### config.mk
export PLATFORM = sky130hd
export DESIGN_NAME = dbg_xfer_regs
export DESIGN_NICKNAME = d
export VERILOG_FILES = /design/src/rtl/dbg_xfer_regs.sv
export SDC_FILE = /design/constraint.sdc
export NUM_CORES = 1
export LEC_CHECK = 0
export ABC_AREA = 1
export BUFFER_PORTS_ARGS = -buffer_cell sky130_fd_sc_hd__clkbuf_2
export CELL_PAD_IN_SITES_DETAIL_PLACEMENT = 1
export CELL_PAD_IN_SITES_GLOBAL_PLACEMENT = 2
export CORE_MARGIN = 2
export CORE_UTILIZATION = 27
export CTS_CLUSTER_SIZE = 25
export DETAILED_ROUTE_END_ITERATION = 8
export PLACE_DENSITY_LB_ADDON = 0.2
export SLEW_MARGIN = 40
export SYNTH_ARGS = -nofsm -noshare
export SYNTH_HDL_FRONTEND = slang
export SYNTH_SLANG_ARGS = --single-unit
### constraint.sdc
create_clock -name clk -period 2.1 [get_ports clk]
set_clock_uncertainty 0.2 [all_clocks]
set_input_delay 0.315 -clock clk [delete_from_list [all_inputs] [get_ports clk]]
set_output_delay 0.315 -clock clk [all_outputs]
set_load 0.005 [all_outputs]
### src/rtl/dbg_xfer_regs.sv
module dbg_xfer_regs #(
  parameter int DATA_W = 32
) (
  input  logic              clk,
  input  logic              rst_n,
  input  logic              psel,
  input  logic              penable,
  input  logic              pwrite,
  input  logic [3:0]        paddr,
  input  logic [DATA_W-1:0] pwdata,
  output logic [DATA_W-1:0] prdata,
  output logic              pready,
  output logic [DATA_W-1:0] core_rx_data,
  output logic              core_rx_valid,
  input  logic              core_rx_ready,
  input  logic [DATA_W-1:0] core_tx_data,
  input  logic              core_tx_valid,
  output logic              core_tx_ready,
  output logic [DATA_W-1:0] core_instr,
  output logic              core_instr_go,
  input  logic              core_instr_done
);
  localparam logic [1:0] SEL_STAT = 2'd0, SEL_RXD = 2'd1, SEL_TXD = 2'd2, SEL_INS = 2'd3;
  localparam logic [1:0] MODE_NB = 2'd0, MODE_FAST = 2'd2;

  logic [1:0]        mode;
  logic              rx_full, tx_full, done;
  logic              rx_cap, tx_cap, done_cap;
  logic [DATA_W-1:0] rx_q, tx_q, ins_q;
  logic              go_q;

  wire [1:0] sel   = paddr[3:2];
  wire       stalls = (mode != MODE_NB);
  wire       fast   = (mode == MODE_FAST);
  wire       access = psel && penable;

  logic cond;
  always_comb begin
    cond = 1'b1;
    if (pwrite && sel == SEL_RXD)  cond = !rx_full;
    if (pwrite && sel == SEL_INS)  cond = done;
    if (!pwrite && sel == SEL_TXD) cond = tx_full;
  end

  assign pready = !stalls || cond;
  wire acc = access && pready;

  wire rx_wr_ok = acc && pwrite  && sel == SEL_RXD && (stalls || !rx_cap);
  wire tx_rd_ok = acc && !pwrite && sel == SEL_TXD && (stalls || tx_cap);
  wire in_wr_ok = acc && pwrite  && sel == SEL_INS && (stalls || done_cap);
  wire st_rd    = acc && !pwrite && sel == SEL_STAT;
  wire st_wr    = acc && pwrite  && sel == SEL_STAT;
  wire issue    = fast ? (rx_wr_ok || tx_rd_ok) : in_wr_ok;

  wire [DATA_W-1:0] status = DATA_W'({mode, 1'b0, done, tx_full, rx_full});
  always_comb begin
    case (sel)
      SEL_STAT: prdata = status;
      SEL_TXD:  prdata = tx_q;
      default:  prdata = '0;
    endcase
  end

  always_ff @(posedge clk or negedge rst_n) begin
    if (!rst_n) begin
      mode <= MODE_NB;
      rx_full <= 1'b0; tx_full <= 1'b0; done <= 1'b1;
      rx_cap <= 1'b0; tx_cap <= 1'b0; done_cap <= 1'b1;
      rx_q <= '0; tx_q <= '0; ins_q <= '0;
      go_q <= 1'b0;
    end else begin
      go_q <= issue;
      if (st_wr) mode <= pwdata[5:4];

      if (rx_wr_ok) begin
        rx_q <= pwdata; rx_full <= 1'b1; rx_cap <= 1'b1;
      end else begin
        if (core_rx_ready && rx_full) rx_full <= 1'b0;
        if (st_rd) rx_cap <= rx_full;
      end

      if (tx_rd_ok) begin
        tx_full <= 1'b0; tx_cap <= 1'b0;
      end else begin
        if (core_tx_valid && !tx_full) begin
          tx_full <= 1'b1; tx_q <= core_tx_data;
        end
        if (st_rd) tx_cap <= tx_full;
      end

      if (in_wr_ok) ins_q <= pwdata;
      if (issue) done <= 1'b0;
      else if (core_instr_done) done <= 1'b1;
      if (in_wr_ok && !fast) done_cap <= 1'b0;
      else if (st_rd) done_cap <= done;
    end
  end

  assign core_rx_data  = rx_q;
  assign core_rx_valid = rx_full;
  assign core_tx_ready = !tx_full;
  assign core_instr    = ins_q;
  assign core_instr_go = go_q;

  AST_HOLD_STABLE: assert property (@(posedge clk) disable iff (!rst_n)
    access && !pready |=> psel && $stable(paddr) && $stable(pwrite) && $stable(pwdata));
  AST_NB_NO_WAIT: assert property (@(posedge clk) disable iff (!rst_n)
    access && mode == MODE_NB |-> pready);
  AST_STALL_RX_FULL: assert property (@(posedge clk) disable iff (!rst_n)
    access && pwrite && sel == SEL_RXD && stalls && rx_full |-> !pready);
  AST_RX_SETS_FULL: assert property (@(posedge clk) disable iff (!rst_n)
    rx_wr_ok |=> core_rx_valid);
  AST_TX_CLEARS_FULL: assert property (@(posedge clk) disable iff (!rst_n)
    tx_rd_ok |=> core_tx_ready);
  AST_GO_CLEARS_DONE: assert property (@(posedge clk) disable iff (!rst_n)
    core_instr_go |-> !done);
  AST_FAST_REISSUE: assert property (@(posedge clk) disable iff (!rst_n)
    fast && access && pwrite && sel == SEL_RXD && pready |=> core_instr_go);
endmodule

==> impl_metrics.csv, run 1 <==
group,metric,value,unit
synth,synth_top_family_by_area,"simple AND/OR/NAND/NOR gates",
finish,area_growth,43.1,%
synth,synth.area.mux_share,0,
finish,nNetsFinal,772,
power_and_ir_drop,p_int,0.00397,W
synth,synth_seq_area_share,0.610,
route,m1WireLength,5.59,mm
clock_network,cts.sinks,105,
synth,yosysWarnings,0,
route,firstDrtPassIters,4,
die,die-width,130,um
global_routing,gr-total-overflow,0,
route,dr_wl_met2,5.29,mm
clock_network,ctsRootBufferMaster,"clkbuf_16",
sta,max_freq,512,MHz
power_and_ir_drop,p_seq_frac,0.490,
route,met3_length,794,um
power_and_ir_drop,combinationalPowerShare,0.230,
die,dieArea,0.0170,sq mm
global_routing,grt_max_degree,65,
clock_network,cts_tree,"yes",
clock_network,post_cts_buffers,0,
finish,final_cell_mix,"172 x clkbuf_2, 124 x nand2_1, 103 x dfrtp_1",
route,drc,0,
synth,postSynthAreaPerCell,8.97,sq um
synth,synth_compound_gate_area_share,0.127,
die,core,0.0158,sq mm
setup_path,cp-start-kind,"flop",
sta,worst_slack,0.146,ns
sta,finalCritPeriodShare,0.930,
clock_network,path_clk_slew,0.07,ns
power_and_ir_drop,leakagePower,3.33,nW
setup_path,worst_setup_path_end_kind,"flop",
synth,synth_nets,557,
sta,slew_headroom,0.700,
route,postRouteAntennaNets,0,
power_and_ir_drop,vdd_drop_max,345,uV
power_and_ir_drop,powerDensity,918,mW/mm^2
synth,async_flop_share,1.00,
place,io_buffers,173,
place,gp_congestion,0.762,
synth,synth_edf_count,0,
clock_network,clock_path_buffers,2,
synth,synth_area,0.00431,sq mm
flow_run,maxCapViolCount,0,
global_routing,grt_pass1_wl,19.8,mm
synth,yosys_register_bits,105,
outcome,run_status,"complete, no violations",
route,wirelength,11.9,mm
sta,setup_viol,0,
global_routing,track_usage,0.148,
finish,num_antenna_cells,0,
route,top_layer_used,"met4",
sta,rsz0062_at_grt,"no",
setup_path,crit_arrival,2.01,ns
sta,slew_viol_final,0,
finish,final_common_cell,"clkbuf_2",
power_and_ir_drop,p_sw,0.00169,W
clock_network,clk_latency,0.35,ns
sta,tightest_slew,0.450,ns
sta,period_minus_slack,1.95,ns
setup_path,worstPathRequired,2.16,ns
finish,drive_gt1_frac,0.311,
global_routing,antenna_found_initial,0,
route,drt_iter0_markers,111,
power_and_ir_drop,switching_share,0.299,
global_routing,grt_pass1_vias,4068,
die,fp.dieH,130,um
synth,synth_cell_types,24,
hold_path,hold_class,"in2reg",
synth,synthXorXnorAreaFrac,0,
synth,synth_cells,481,
die,start_util,0.273,
route,viasPerCell,4.17,
route,num_vias,3823,
setup_path,worstSetupPathType,"reg2reg",
power_and_ir_drop,pwr-share-clk,0.280,
synth,yosys.area_share.simple,0.169,
clock_network,htree_num_levels,3,
sta,finalSetupTns,0,ns
clock_network,cts-buffers-inserted,9,
place,dp_slack,0.0999,ns
finish,n_fill_cell,1969,
route,wl_per_cell,12.9,um
place,post-dp-hpwl,8.37,mm
die,core.rowCount,46,
setup_path,worst-path-max-fanout,32,
die,ios,176,
synth,synthAdderAreaFrac,0,
sta,hold_violations,0,
synth,yosys_most_used_dff,"dfrtp_1",
## repair_timing
| action | 4_1_cts | 5_1_grt |
|---|---|---|
| gates resized for setup | 0 | 1 |
| endpoints found under the hold margin | 70 | 0 |
| setup endpoints to repair | 0 | 1 |
| hold buffers | 41 | 0 |
## Yosys cell counts, types with 2 or more instances
cell type | number | area [sq um]
inv_2 | 4 | 15.0
o21ai_1 | 15 | 75.1
nor2_1 | 36 | 135
buf_2 | 9 | 45.0
nand3_1 | 4 | 20.0
buf_6 | 2 | 22.5
nand4_1 | 3 | 18.8
clkbuf_1 | 4 | 15.0
nor2_4 | 2 | 22.5
o21ai_0 | 82 | 410
buf_1 | 2 | 7.51
a21oi_1 | 2 | 10.0
o21ai_2 | 5 | 43.8
buf_4 | 4 | 30.0
inv_1 | 72 | 270
dfrtp_1 | 103 | 2580
dfstp_2 | 2 | 52.6
nand2_1 | 124 | 465
## kinds of logic (layout without fill, tap and decap cells)
family	after synthesis	in the layout
AOI/OAI and AO/OA	105	105
and+or+nand+nor	174	174
DFF	105	105
buffers and inverters	97	317
## sequential cells by signal, indices dropped and copies added (netlist names)
register	count
tx_q	32
core_rx_data	32
done	1
core_instr_go	1
tx_cap	1
done_cap	1
core_instr	32
core_rx_valid	1
rx_cap	1
tx_full	1
mode	2
## per-layer routing
metal	vias to the layer above	track usage
met2	116	0.232
li1	1908	-
met4	0	0.0576
met1	1786	0.198
met5	-	0
met3	13	0.0350
## layout make-up
class,instances,area [sq um],share of cell area
multi-input combinational,279,1280,0.207
sequential,105,2630,0.426
tap,216,270,0.0438
clock buffer,9,225,0.0365
timing repair buffer,225,1440,0.233
clock inverter,7,45.0,0.00730
inverter,76,285,0.0462
## power by group through the flow
stage	Combinational (W)	Sequential (W)	Clock, W
after floorplan	0.000571	0.00282	0
after global placement	0.00123	0.00280	0
after detailed placement	0.00127	0.00282	0
after CTS	0.00134	0.00278	0.00166
after global routing	0.00153	0.00285	0.00174
final	0.00130	0.00278	0.00158
## per-stage QoR
step	std cells	area [sq um]	hold WS (ns)	utilization	total power [W]
final	917	6170	0.0132	0.391	0.00566
after global routing	917	6170	0.0159	0.391	0.00611
after CTS	917	6170	0.000212	0.391	0.00578
after detailed placement	860	5490	0.103	0.348	0.00410
after global placement	860	5490	0.0953	0.348	0.00403
after floorplan	481	4310	-0.181	-	0.00339
## worst paths after layout
| check | depth (start not counted) | end | from | slack (ns) |
|---|---|---|---|---|
| max | 8 | core_rx_data[27] | done | 0.15 |
| min | 3 | core_instr[0] | pwdata[0] | 0.01 |
| max reg2reg | 8 | core_rx_data[27] | done | 0.15 |
| min reg2reg | 2 | core_instr[7] | core_instr[7] | 0.29 |
| max in group asynchronous | 3 | core_instr[29] | rst_n | 0.74 |
| min in group asynchronous | 2 | core_instr[7] | rst_n | 0.27 |
## worst max-delay path: stages, from the launching register on
cell and delay (ns):
dfstp_2 0.56, inv_1 0.05, nand3_1 0.06, nand3_1 0.12
nand3_4 0.11, nand4_1 0.18, buf_12 0.21, buf_12 0.16
o21ai_0 0.19
Power figures use the tool's default switching activity.
==> inputs of run 2 (changes only) <==
Settings changed: MAX_ROUTING_LAYER set to met4.
==> impl_metrics.csv, run 2 (same netlist as run 1, synthesis figures left out) <==
group,metric,value,unit
sta,finalSetupTns,0,ns
route,wl_per_cell,12.9,um
setup_path,critPathMaxStageDelay,0.56,ns
setup_path,startpoint,"done",
clock_network,cts-buffers-inserted,9,
setup_path,cp-start-kind,"flop",
hold_path,whs_path_depth,3,
global_routing,gr-total-overflow,0,
global_routing,grt_pass1_wl,19.7,mm
route,postRouteAntennaNets,0,
place,gp_congestion,0.772,
global_routing,track_usage,0.152,
clock_network,cts_tree,"yes",
global_routing,antenna_found_initial,0,
global_routing,grt_max_degree,65,
hold_path,hold_end,"core_instr[0]",
setup_path,worst-path-max-fanout,32,
sta,setup_viol,0,
clock_network,path_clk_slew,0.07,ns
setup_path,r2r-end,"core_rx_data[27]",
sta,period_minus_slack,1.94,ns
route,wirelength,11.8,mm
route,firstDrtPassIters,4,
hold_path,worstHoldStart,"pwdata[0]",
finish,area_growth,43.1,%
clock_network,clk_latency,0.35,ns
finish,final_common_cell,"clkbuf_2",
setup_path,critPathTopFamily,"flip-flops",
finish,final_cell_mix,"172 x clkbuf_2, 124 x nand2_1, 103 x dfrtp_1",
route,drc,0,
power_and_ir_drop,powerDensity,918,mW/mm^2
global_routing,grt_pass1_vias,4067,
outcome,run_status,"complete, no violations",
die,core.rowCount,46,
sta,finalCritPeriodShare,0.925,
route,num_vias,3828,
die,fp.dieH,130,um
setup_path,worstPathRequired,2.16,ns
sta,max_freq,515,MHz
setup_path,crit_buf_inv,3,
die,core,0.0158,sq mm
sta,tightest_slew,0.451,ns
setup_path,crit_arrival,2.00,ns
die,dieArea,0.0170,sq mm
setup_path,r2r-start,"done",
setup_path,slowest_stage,"dfstp_2",
die,ios,176,
setup_path,worstSetupPathType,"reg2reg",
sta,slew_viol_final,0,
flow_run,maxCapViolCount,0,
power_and_ir_drop,vdd_drop_max,345,uV
setup_path,crit_chain,"inv_1 -> nand3_1 -> nand3_1 -> nand3_4 -> nand4_1 -> buf_12 -> buf_12 -> o21ai_0",
hold_path,hold_class,"in2reg",
sta,rsz0062_at_grt,"no",
finish,drive_gt1_frac,0.311,
route,viasPerCell,4.17,
route,drt_iter0_markers,129,
sta,hold_violations,0,
setup_path,worstRegToRegCells,8,
setup_path,worst_setup_path_end_kind,"flop",
finish,nNetsFinal,772,
power_and_ir_drop,leakagePower,3.33,nW
die,die-width,130,um
sta,slew_headroom,0.700,
clock_network,ctsRootBufferMaster,"clkbuf_16",
clock_network,cts.sinks,105,
finish,num_antenna_cells,0,
place,io_buffers,173,
place,post-dp-hpwl,8.37,mm
clock_network,htree_num_levels,3,
setup_path,r2r_slack,0.16,ns
finish,post-route-util,0.391,
die,start_util,0.273,
clock_network,clock_path_buffers,2,
-- run 2: repair_timing --
item,in CTS,in global routing
endpoints found under the hold margin,70,0
endpoints found under the setup margin,0,1
resized for setup,0,1
hold buffers,41,0
setup buffers,0,0
-- run 2: worst max path at each step --
stage / slack, ns / end / cells after the start
3_5_place_dp: 0.1 / core_rx_data[30] / 11
6_report: 0.16 / core_rx_data[27] / 8
2_1_floorplan: 0.36 / core_rx_data[25] / 9
3_3_place_gp: 0.15 / core_rx_data[26] / 10
5_1_grt: 0.005 / core_rx_data[21] / 8
4_1_cts: 0.11 / core_rx_data[30] / 8
-- run 2: worst register-to-register path: stages (launching register included) --
cell	delay [ns]
dfstp_2	0.56
inv_1	0.05
nand3_1	0.06
nand3_1	0.12
nand3_4	0.11
nand4_1	0.18
buf_12	0.21
buf_12	0.16
o21ai_0	0.20
-- run 2: power by group --
part	leakage, nW	internal [W]	switching [W]
combinational	1.88	0.000621	0.000681
sequential	1.32	0.00255	0.000230
clock	0.136	0.000805	0.000780
total	3.33	0.00397	0.00169
-- run 2: cell type report --
class | count | area, sq um
clock inverters | 7 | 45.0
repair buffers | 225 | 1440
clock buffers | 9 | 225
well taps | 216 | 270
inverters | 76 | 285
multi-input cells | 279 | 1280
flip-flops and latches | 105 | 2630
fillers | 1969 | 9600
-- run 2: metrics by stage --
step	hold slack, ns	setup slack (ns)	total power (W)	instances	instance area [sq um]
after detailed placement	0.103	0.0999	0.00410	860	5490
after floorplan	-0.181	0.359	0.00339	481	4310
final	0.0149	0.157	0.00566	917	6170
after CTS	0.000212	0.112	0.00578	917	6170
after global placement	0.0953	0.155	0.00403	860	5490
after global routing	0.0159	0.00538	0.00611	917	6170
-- run 2: metal layers --
layer | track usage | routed length (um) | up-vias
met4 | 0.0576 | 192 | 0
met2 | 0.233 | 5310 | 120
met5 | - | 0 | -
met3 | 0.0318 | 740 | 14
li1 | - | - | 1910
met1 | 0.199 | 5600 | 1784
